[src/rtl/alu8_pkg.sv]
package alu8_pkg;

    localparam int DW  = 8;
    localparam int SW  = 8;
    localparam int OPW = 5;
    localparam int BSW = $clog2(DW);
    localparam int NIB = DW / 2;

    localparam int FL_C = 0;
    localparam int FL_Z = 1;
    localparam int FL_N = 2;
    localparam int FL_V = 3;
    localparam int FL_S = 4;
    localparam int FL_H = 5;
    localparam int FL_T = 6;
    localparam int FL_I = 7;

    typedef enum logic [OPW-1:0] {
        OP_ADD  = 5'd0,  OP_ADC  = 5'd1,  OP_SUB  = 5'd2,  OP_SBC  = 5'd3,
        OP_CMP  = 5'd4,  OP_CPC  = 5'd5,  OP_AND  = 5'd6,  OP_OR   = 5'd7,
        OP_XOR  = 5'd8,  OP_COM  = 5'd9,  OP_NEG  = 5'd10, OP_INC  = 5'd11,
        OP_DEC  = 5'd12, OP_LSL  = 5'd13, OP_LSR  = 5'd14, OP_ASR  = 5'd15,
        OP_ROL  = 5'd16, OP_ROR  = 5'd17, OP_SWAP = 5'd18, OP_FSET = 5'd19,
        OP_FCLR = 5'd20, OP_BST  = 5'd21, OP_BLD  = 5'd22
    } alu_op_e;

    typedef struct packed {
        logic [DW-1:0] res;
        logic          c;
        logic          h;
        logic          v;
    } arith_t;

    typedef struct packed {
        logic [DW-1:0] res;
        logic          we;
        logic [SW-1:0] flags;
        logic [SW-1:0] mask;
    } alu_out_t;

    function automatic arith_t add_fn(logic [DW-1:0] a, logic [DW-1:0] b, logic cin);
        arith_t      r;
        logic [DW:0] s;
        s     = {1'b0, a} + {1'b0, b} + {{DW{1'b0}}, cin};
        r.res = s[DW-1:0];
        r.c   = s[DW];
        r.h   = (a[NIB-1] & b[NIB-1]) | (b[NIB-1] & ~s[NIB-1]) | (~s[NIB-1] & a[NIB-1]);
        r.v   = (a[DW-1] & b[DW-1] & ~s[DW-1]) | (~a[DW-1] & ~b[DW-1] & s[DW-1]);
        return r;
    endfunction

    function automatic arith_t sub_fn(logic [DW-1:0] a, logic [DW-1:0] b, logic bin);
        arith_t      r;
        logic [DW:0] d;
        d     = {1'b0, a} - {1'b0, b} - {{DW{1'b0}}, bin};
        r.res = d[DW-1:0];
        r.c   = d[DW];
        r.h   = (~a[NIB-1] & b[NIB-1]) | (b[NIB-1] & d[NIB-1]) | (d[NIB-1] & ~a[NIB-1]);
        r.v   = (a[DW-1] & ~b[DW-1] & ~d[DW-1]) | (~a[DW-1] & b[DW-1] & d[DW-1]);
        return r;
    endfunction

    function automatic logic [SW-1:0] fmask(logic c, logic z, logic n, logic v, logic h);
        logic [SW-1:0] m;
        m       = '0;
        m[FL_C] = c;
        m[FL_Z] = z;
        m[FL_N] = n;
        m[FL_V] = v;
        m[FL_S] = n | v;
        m[FL_H] = h;
        return m;
    endfunction

endpackage

[src/rtl/alu8_core.sv]
module alu8_core
    import alu8_pkg::*;
(
    input  alu_op_e        op,
    input  logic [DW-1:0]  a,
    input  logic [DW-1:0]  b,
    input  logic [BSW-1:0] sel,
    input  logic [SW-1:0]  st,
    output alu_out_t       out
);

    arith_t        ar;
    logic [DW-1:0] res;
    logic          we, c, h, v, z_sticky;
    logic [SW-1:0] mask;
    logic          n, z;

    always_comb begin
        ar       = '0;
        res      = a;
        we       = 1'b0;
        c        = st[FL_C];
        h        = st[FL_H];
        v        = st[FL_V];
        z_sticky = 1'b0;
        mask     = '0;
        unique case (op)
            OP_ADD, OP_ADC: begin
                ar   = add_fn(a, b, (op == OP_ADC) & st[FL_C]);
                res  = ar.res; c = ar.c; h = ar.h; v = ar.v; we = 1'b1;
                mask = fmask(1'b1, 1'b1, 1'b1, 1'b1, 1'b1);
            end
            OP_SUB, OP_SBC, OP_CMP, OP_CPC: begin
                ar       = sub_fn(a, b, ((op == OP_SBC) || (op == OP_CPC)) & st[FL_C]);
                res      = ar.res; c = ar.c; h = ar.h; v = ar.v;
                we       = (op == OP_SUB) || (op == OP_SBC);
                z_sticky = (op == OP_SBC) || (op == OP_CPC);
                mask     = fmask(1'b1, 1'b1, 1'b1, 1'b1, 1'b1);
            end
            OP_AND, OP_OR, OP_XOR: begin
                res  = (op == OP_AND) ? (a & b) : (op == OP_OR) ? (a | b) : (a ^ b);
                v    = 1'b0; we = 1'b1;
                mask = fmask(1'b0, 1'b1, 1'b1, 1'b1, 1'b0);
            end
            OP_COM: begin
                res  = ~a; c = 1'b1; v = 1'b0; we = 1'b1;
                mask = fmask(1'b1, 1'b1, 1'b1, 1'b1, 1'b0);
            end
            OP_NEG: begin
                ar   = sub_fn('0, a, 1'b0);
                res  = ar.res; c = ar.c; h = ar.h; v = ar.v; we = 1'b1;
                mask = fmask(1'b1, 1'b1, 1'b1, 1'b1, 1'b1);
            end
            OP_INC, OP_DEC: begin
                ar   = (op == OP_INC) ? add_fn(a, '0, 1'b1) : sub_fn(a, '0, 1'b1);
                res  = ar.res; v = ar.v; we = 1'b1;
                mask = fmask(1'b0, 1'b1, 1'b1, 1'b1, 1'b0);
            end
            OP_LSL, OP_ROL: begin
                res  = {a[DW-2:0], (op == OP_ROL) & st[FL_C]};
                c    = a[DW-1]; v = res[DW-1] ^ a[DW-1]; we = 1'b1;
                mask = fmask(1'b1, 1'b1, 1'b1, 1'b1, 1'b0);
            end
            OP_LSR, OP_ASR, OP_ROR: begin
                res  = {(op == OP_ASR) ? a[DW-1] : ((op == OP_ROR) & st[FL_C]), a[DW-1:1]};
                c    = a[0]; v = res[DW-1] ^ a[0]; we = 1'b1;
                mask = fmask(1'b1, 1'b1, 1'b1, 1'b1, 1'b0);
            end
            OP_SWAP: begin
                res = {a[NIB-1:0], a[DW-1:NIB]}; we = 1'b1;
            end
            OP_FSET, OP_FCLR, OP_BST: begin
                mask      = '0;
                mask[sel] = 1'b1;
                if (op == OP_BST) begin
                    mask      = '0;
                    mask[FL_T] = 1'b1;
                end
            end
            OP_BLD: begin
                res      = a;
                res[sel] = st[FL_T];
                we       = 1'b1;
            end
            default: ;
        endcase
    end

    assign n = res[DW-1];
    assign z = (res == '0) & (~z_sticky | st[FL_Z]);

    always_comb begin
        out.res   = res;
        out.we    = we;
        out.mask  = mask;
        out.flags = st;
        if (op == OP_FSET || op == OP_FCLR) begin
            out.flags[sel] = (op == OP_FSET);
        end else if (op == OP_BST) begin
            out.flags[FL_T] = a[sel];
        end else begin
            out.flags[FL_C] = c;
            out.flags[FL_Z] = z;
            out.flags[FL_N] = n;
            out.flags[FL_V] = v;
            out.flags[FL_S] = n ^ v;
            out.flags[FL_H] = h;
        end
    end

    always_comb begin
        if (op == OP_CMP || op == OP_CPC || op == OP_FSET || op == OP_FCLR || op == OP_BST)
            AST_NO_WB_FOR_FLAG_OPS: assert (!we);
    end

endmodule

[src/rtl/alu8_flagreg.sv]
module alu8_flagreg
    import alu8_pkg::*;
(
    input  logic          clk,
    input  logic          rst,
    input  logic          upd,
    input  logic [SW-1:0] flags_in,
    input  logic [SW-1:0] mask_in,
    output logic [SW-1:0] st_q
);

    always_ff @(posedge clk) begin
        if (rst)
            st_q <= '0;
        else if (upd)
            st_q <= (st_q & ~mask_in) | (flags_in & mask_in);
    end

    AST_RESET_CLEARS: assert property (@(posedge clk) rst |=> st_q == '0);
    AST_IDLE_HOLDS: assert property (@(posedge clk) disable iff (rst)
        !upd |=> st_q == $past(st_q));

endmodule

[src/rtl/alu8_status.sv]
module alu8_status
    import alu8_pkg::*;
(
    input  logic        clk,
    input  logic        rst,
    input  logic        op_valid,
    input  logic [4:0]  op,
    input  logic [7:0]  opnd_a,
    input  logic [7:0]  opnd_b,
    input  logic [2:0]  bit_sel,
    output logic [7:0]  result,
    output logic        result_we,
    output logic [7:0]  status
);

    alu_out_t      core_o;
    logic [SW-1:0] st_q;
    alu_op_e       op_e;

    assign op_e = alu_op_e'(op);

    alu8_core u_core (
        .op  (op_e),
        .a   (opnd_a),
        .b   (opnd_b),
        .sel (bit_sel),
        .st  (st_q),
        .out (core_o)
    );

    alu8_flagreg u_flags (
        .clk      (clk),
        .rst      (rst),
        .upd      (op_valid),
        .flags_in (core_o.flags),
        .mask_in  (core_o.mask),
        .st_q     (st_q)
    );

    assign result    = core_o.res;
    assign result_we = op_valid & core_o.we;
    assign status    = st_q;

    AST_SIGN_CONSISTENT: assert property (@(posedge clk) disable iff (rst)
        (op_valid && op <= 5'd17) |=> status[FL_S] == (status[FL_N] ^ status[FL_V]));
    AST_SWAP_KEEPS_FLAGS: assert property (@(posedge clk) disable iff (rst)
        (op_valid && op == 5'd18) |=> status == $past(status));
    AST_INCDEC_KEEP_C: assert property (@(posedge clk) disable iff (rst)
        (op_valid && (op == 5'd11 || op == 5'd12)) |=> status[FL_C] == $past(status[FL_C]));
    AST_CARRY_Z_STICKY: assert property (@(posedge clk) disable iff (rst)
        (op_valid && (op == 5'd3 || op == 5'd5) && !status[FL_Z]) |=> !status[FL_Z]);
    AST_IDLE_NO_WE: assert property (@(posedge clk) disable iff (rst)
        !op_valid |-> !result_we);

endmodule

[config.mk]
export PLATFORM = sky130hd
export DESIGN_NAME = alu8_status
export DESIGN_NICKNAME = d
export VERILOG_FILES = /design/src/rtl/alu8_pkg.sv /design/src/rtl/alu8_core.sv /design/src/rtl/alu8_flagreg.sv /design/src/rtl/alu8_status.sv
export SDC_FILE = /design/constraint.sdc
export NUM_CORES = 1
export LEC_CHECK = 0
export BUFFER_PORTS_ARGS = -buffer_cell sky130_fd_sc_hd__buf_2
export CAP_MARGIN = 40
export CELL_PAD_IN_SITES_DETAIL_PLACEMENT = 0
export CELL_PAD_IN_SITES_GLOBAL_PLACEMENT = 1
export CORE_AREA = 2 2 84 106
export DETAILED_ROUTE_END_ITERATION = 8
export DIE_AREA = 0 0 86 108
export GPL_TIMING_DRIVEN = 1
export PLACE_DENSITY_LB_ADDON = 0.1
export SKIP_CTS_REPAIR_TIMING = 1
export SLEW_MARGIN = 20
export SYNTH_ARGS = -nofsm -noshare
export SYNTH_HDL_FRONTEND = slang
export SYNTH_SLANG_ARGS = --single-unit
[constraint.sdc]
create_clock -name clk -period 4.1 [get_ports clk]
set_input_delay 0 -clock clk [delete_from_list [all_inputs] [get_ports clk]]
set_output_delay 0 -clock clk [all_outputs]
set_load 0.01 [all_outputs]
; ---- Word level (Yosys, flattened, before mapping)
; Cells that the tools add are included.
[word_totals]
register_bits = 8
in_bits = 27
output_inout_bits = 17
elab_cells = 127
[op_classes]
n_addsub = 7
order_cmp = 2
n_eq_ne = 22
mux = 22
bitwise_logic = 55
n_reduce_logical = 18
[ops]
columns = cell, count
row1 = $pmux W8 S10, 1
row2 = $eq A5 B4 Y1 const B, 8
row3 = $eq A5 B5 Y1 const B, 7
row4 = $pmux W8 S4, 1
row5 = $and A1 B1 Y1, 26
row6 = $and A8 B8 Y8, 3
row7 = $mux W8, 3
row8 = $eq A5 B3 Y1 const B, 4
row9 = $bwmux W8, 2
row10 = $not A8 Y8, 2
row11 = $or A8 B8 Y8, 2
row12 = $reduce_or A16 Y1, 1
row13 = $mux W11, 1
row14 = $eq A5 B2 Y1 const B, 2
row15 = $add A8 B1 Y9 const B, 1
row16 = $add A8 B8 Y9, 1
row17 = $add A9 B1 Y9, 1
row18 = $not A1 Y1, 9
row19 = $or A1 B1 Y1, 9
row20 = $reduce_or A3 Y1, 3
row21 = $sub A1 B8 Y9 const A, 1
row22 = $sub A8 B1 Y9 const B, 1
row23 = $sub A8 B8 Y9, 1
row24 = $sub A9 B1 Y9, 1
row25 = 23 further kinds, 35

; ---- Logic depth before layout (Yosys ltp)
[logic_depth]
ltp_word = 13
depth_mapped = 18
depth_no_buf = 16

; ---- By module
; A second synthesis with hierarchy kept.
[unflattened]
hier_cells = 568
area_unflattened_um2 = 3892.5
[modules_own_cells]
columns = mod, instances, cells_each, area_each_um2
row1 = alu8_core, 1, 532, 3539.6
row2 = alu8_flagreg, 1, 35, 346.6
row3 = alu8_status, 1, 1, 6.3

; ---- Worst setup path after synthesis
; OpenSTA, ideal clock, no wires.
[synth_timing]
path_type = input -> register
start = input port op[1]
end = register (tool-made name)
arrival_ns = 3.263
setup_slack_ns = 0.741
path_stages = 18
n_path_buf = 3
path_cell_list = buf_2 -> buf_2 -> clkbuf_1 -> nor2_1 -> nand4_1 -> fa_1 -> nor2b_1 -> o21a_1 -> nor2_1 -> fa_1 -> o31a_1 -> o221ai_1 -> a2111oi_2 -> o221ai_1 -> nand2_1 -> o21ai_2 -> nand4b_1 -> o41ai_2
[synth_rtl]
columns = item, line
row1 = "start, declared", alu8_status.sv:7  ; input logic [4:0] op,

==> qor.yml <==
floorplanning:
  dieArea_um2: 9288
  initial_core_util_pct: 43.08
  pin_count: 44
  die_w_um: 86
  rows: 37
  core_um2: 8194
  fp.dieH_um: 108
timing:
  setup_violations: 0
  setup_tns_ps: 0
  finalClockSkew_ps: 1.709
  fin_crit_sh_pct: 87.67
  maxSlewViolCount: 0
  fin_crit_ps: 3595
  fmax_ghz: 0.2782
  tightest_slew_ps: 753.2
  maxSlewHeadroom_pct: 49.68
  finalHoldViolations: 0
  rsz0062_at_grt: "no"
  layout_setup_ws_ps: 505.3
status:
  status: "finished with violations"
  violations: "DRC"
global_route:
  grt_max_degree: 35
  grt_overflow: 0
  grt_usage_pct: 32.65
  grt_pass1_vias: 4216
  grt_antenna_before_repair: 0
  grt_pass1_wl_um: 23400
worst_setup_path:
  cp.arrival_ps: 3730
  start_kind: "flop"
  required_ps: 4230
  path_class: "reg -> reg"
  cp-end-kind: "flop"
  worstPathMaxFanout: 6
synthesis:
  synth_seq_cells: 8
  synth_area_leader_cell: "ha_1"
  yosysMostFrequentCell: "nor2_1"
  async_reset_ff_share_pct: 0
  yosys-top-cells-count: "60 x nor2_1, 39 x ha_1, 39 x nand2_1"
  synth_seq_area_share_pct: 4.537
  synth_warnings: 0
  ys_types: 80
  synth_top_flop_cell: "dfxtp_1"
  synth_enable_flop_cells: 0
  synth_top_cell_area_share_pct: 13.82
  syn_nets: 584
  yosys-top-cells-area: "ha_1 14%, nor2_1 6.4%, a21oi_1 4.8%, o21ai_0 4.7%, dfxtp_1 4.5%"
  avgSynthCellArea_um2: 6.880
  syn-instance-count: 513
  synthesis.area_um2: 3530
detailed_routing:
  first_pass_iters: 7
  wl_per_cell_um: 23.29
  first_iter_violations: 563
  drc: 1
  ant_nets: 0
  vias: 4316
  drt-vias-per-instance: 6.733
  wl_um: 14930
cells_and_area:
  fill_cells: 886
  regArea_um2: 160.2
  stdcell_count: 641
  multi_input_area_um2: 3060
  nets: 617
  drive_gt1_share_pct: 15.63
  diodes: 0
  syn2layout_area_growth_pct: 9.429
clock_tree:
  cts_tree: "done"
  cts-root-buf: "clkbuf_8"
  path_clk_slew_ps: 40
  clkLatencyLatePin_ps: 230
  cts_buffers: 3
  numClockSinks: 8
  cts_max_level: 1
  clockBufferDepth: 2
power_and_ir_drop:
  pwr-share-comb_pct: 71.8
  clock_power_share_pct: 14.9
  power.switching_uw: 332.2
  finalPower_uw: 650.6
  pwr_density_cell_nw_per_um2: 168.4
  switching_share_pct: 51.05
  internal-power_uw: 318.5
  pwr-share-seq_pct: 13.3
  p_leak_uw: 0.001626
  peakVddDrop_uv: 73.48
placed_design:
  place_ws_ps: 462.5
  port_buffers: 43
  dp_cells: 636
  gp_congestion: 0.9897
  dpl.hpwl_um: 11680
worst_hold_path:
  hold_path.class: "in -> reg"
run:
  maxCapViolCount: 0
layout make-up:
| class | instances | share of cell area, % |
|---|---|---|
| inverter | 33 | 3.207 |
| multi-input combinational | 438 | 79.24 |
| tap | 97 | 3.142 |
| clock buffer | 3 | 1.069 |
| sequential | 8 | 4.146 |
| timing repair buffer | 62 | 9.200 |
critical path: stages, from the launching register on:
cell and delay [ps]:
dfxtp_1 450, nand4_1 150, fa_1 420, nor2b_1 140
o21a_1 170, nor2_1 80, fa_1 510, o31a_1 140
o221ai_1 160, a2111oi_2 420, o221ai_1 190, nand2_1 120
o21ai_2 60, nand4b_1 190, o41ai_2 290
metal layers:
layer / track usage, % / share of wire (%) / vias to the layer above
met2: 54.49 / 47 / 249
met1: 41.29 / 39 / 2017
li1: - / - / 1990
met4: 16.89 / 5.2 / 0
met5: 0 / 0 / -
met3: 3.282 / 8.8 / 60
power by group through the flow:
stage | Sequential, µW | Combinational (µW) | Clock (µW)
floorplan | 89.7 | 310 | 0
global placement | 87.9 | 455 | 0
detailed placement | 88.0 | 457 | 0
CTS | 86.6 | 459 | 99.1
global route | 86.9 | 514 | 102
finish | 86.5 | 467 | 96.9
through the flow:
stage                     instance area (µm²)  util (%)  hold slack (ps)
after CTS                                3850     46.98            48.69
after detailed placement                 3809     46.48            286.7
after floorplan                          3530         -            109.7
after global routing                     3862     47.14            62.75
final                                    3862     47.14            60.30
after global placement                   3809     46.48            286.5
cell usage in the layout, fill, tap and decap left out, types with 9 or more instances in the layout:
cell / instances
and3_1: 9
nand2_1: 39
inv_1: 31
buf_2: 44
a31oi_1: 9
o21ai_0: 33
o22ai_1: 9
nand3_1: 12
buf_4: 17
ha_1: 39
mux2i_1: 10
nor3_1: 16
nor2_1: 60
a21oi_1: 34
final timing paths:
path         startpoint  endpoint  slack (ps)  cells past startpoint
max                flop      flop         510                     14
min            op_valid      flop          60                      2
max reg2reg        flop      flop         510                     14
min reg2reg        flop      flop         490                      2
logic make-up (layout without fill, tap and decap cells):
kind of cell | Yosys count | after routing | share of synthesized area (%)
compound gates | 171 | 171 | 34.00
buf+inv | 67 | 98 | 8.755
mux | 13 | 13 | 3.793
xor+xnor | 13 | 13 | 3.226
simple gates | 197 | 197 | 29.03
flops | 8 | 8 | 4.537
fa+ha+maj | 44 | 44 | 16.66
Note: power is estimated with default switching activity, not from simulation.
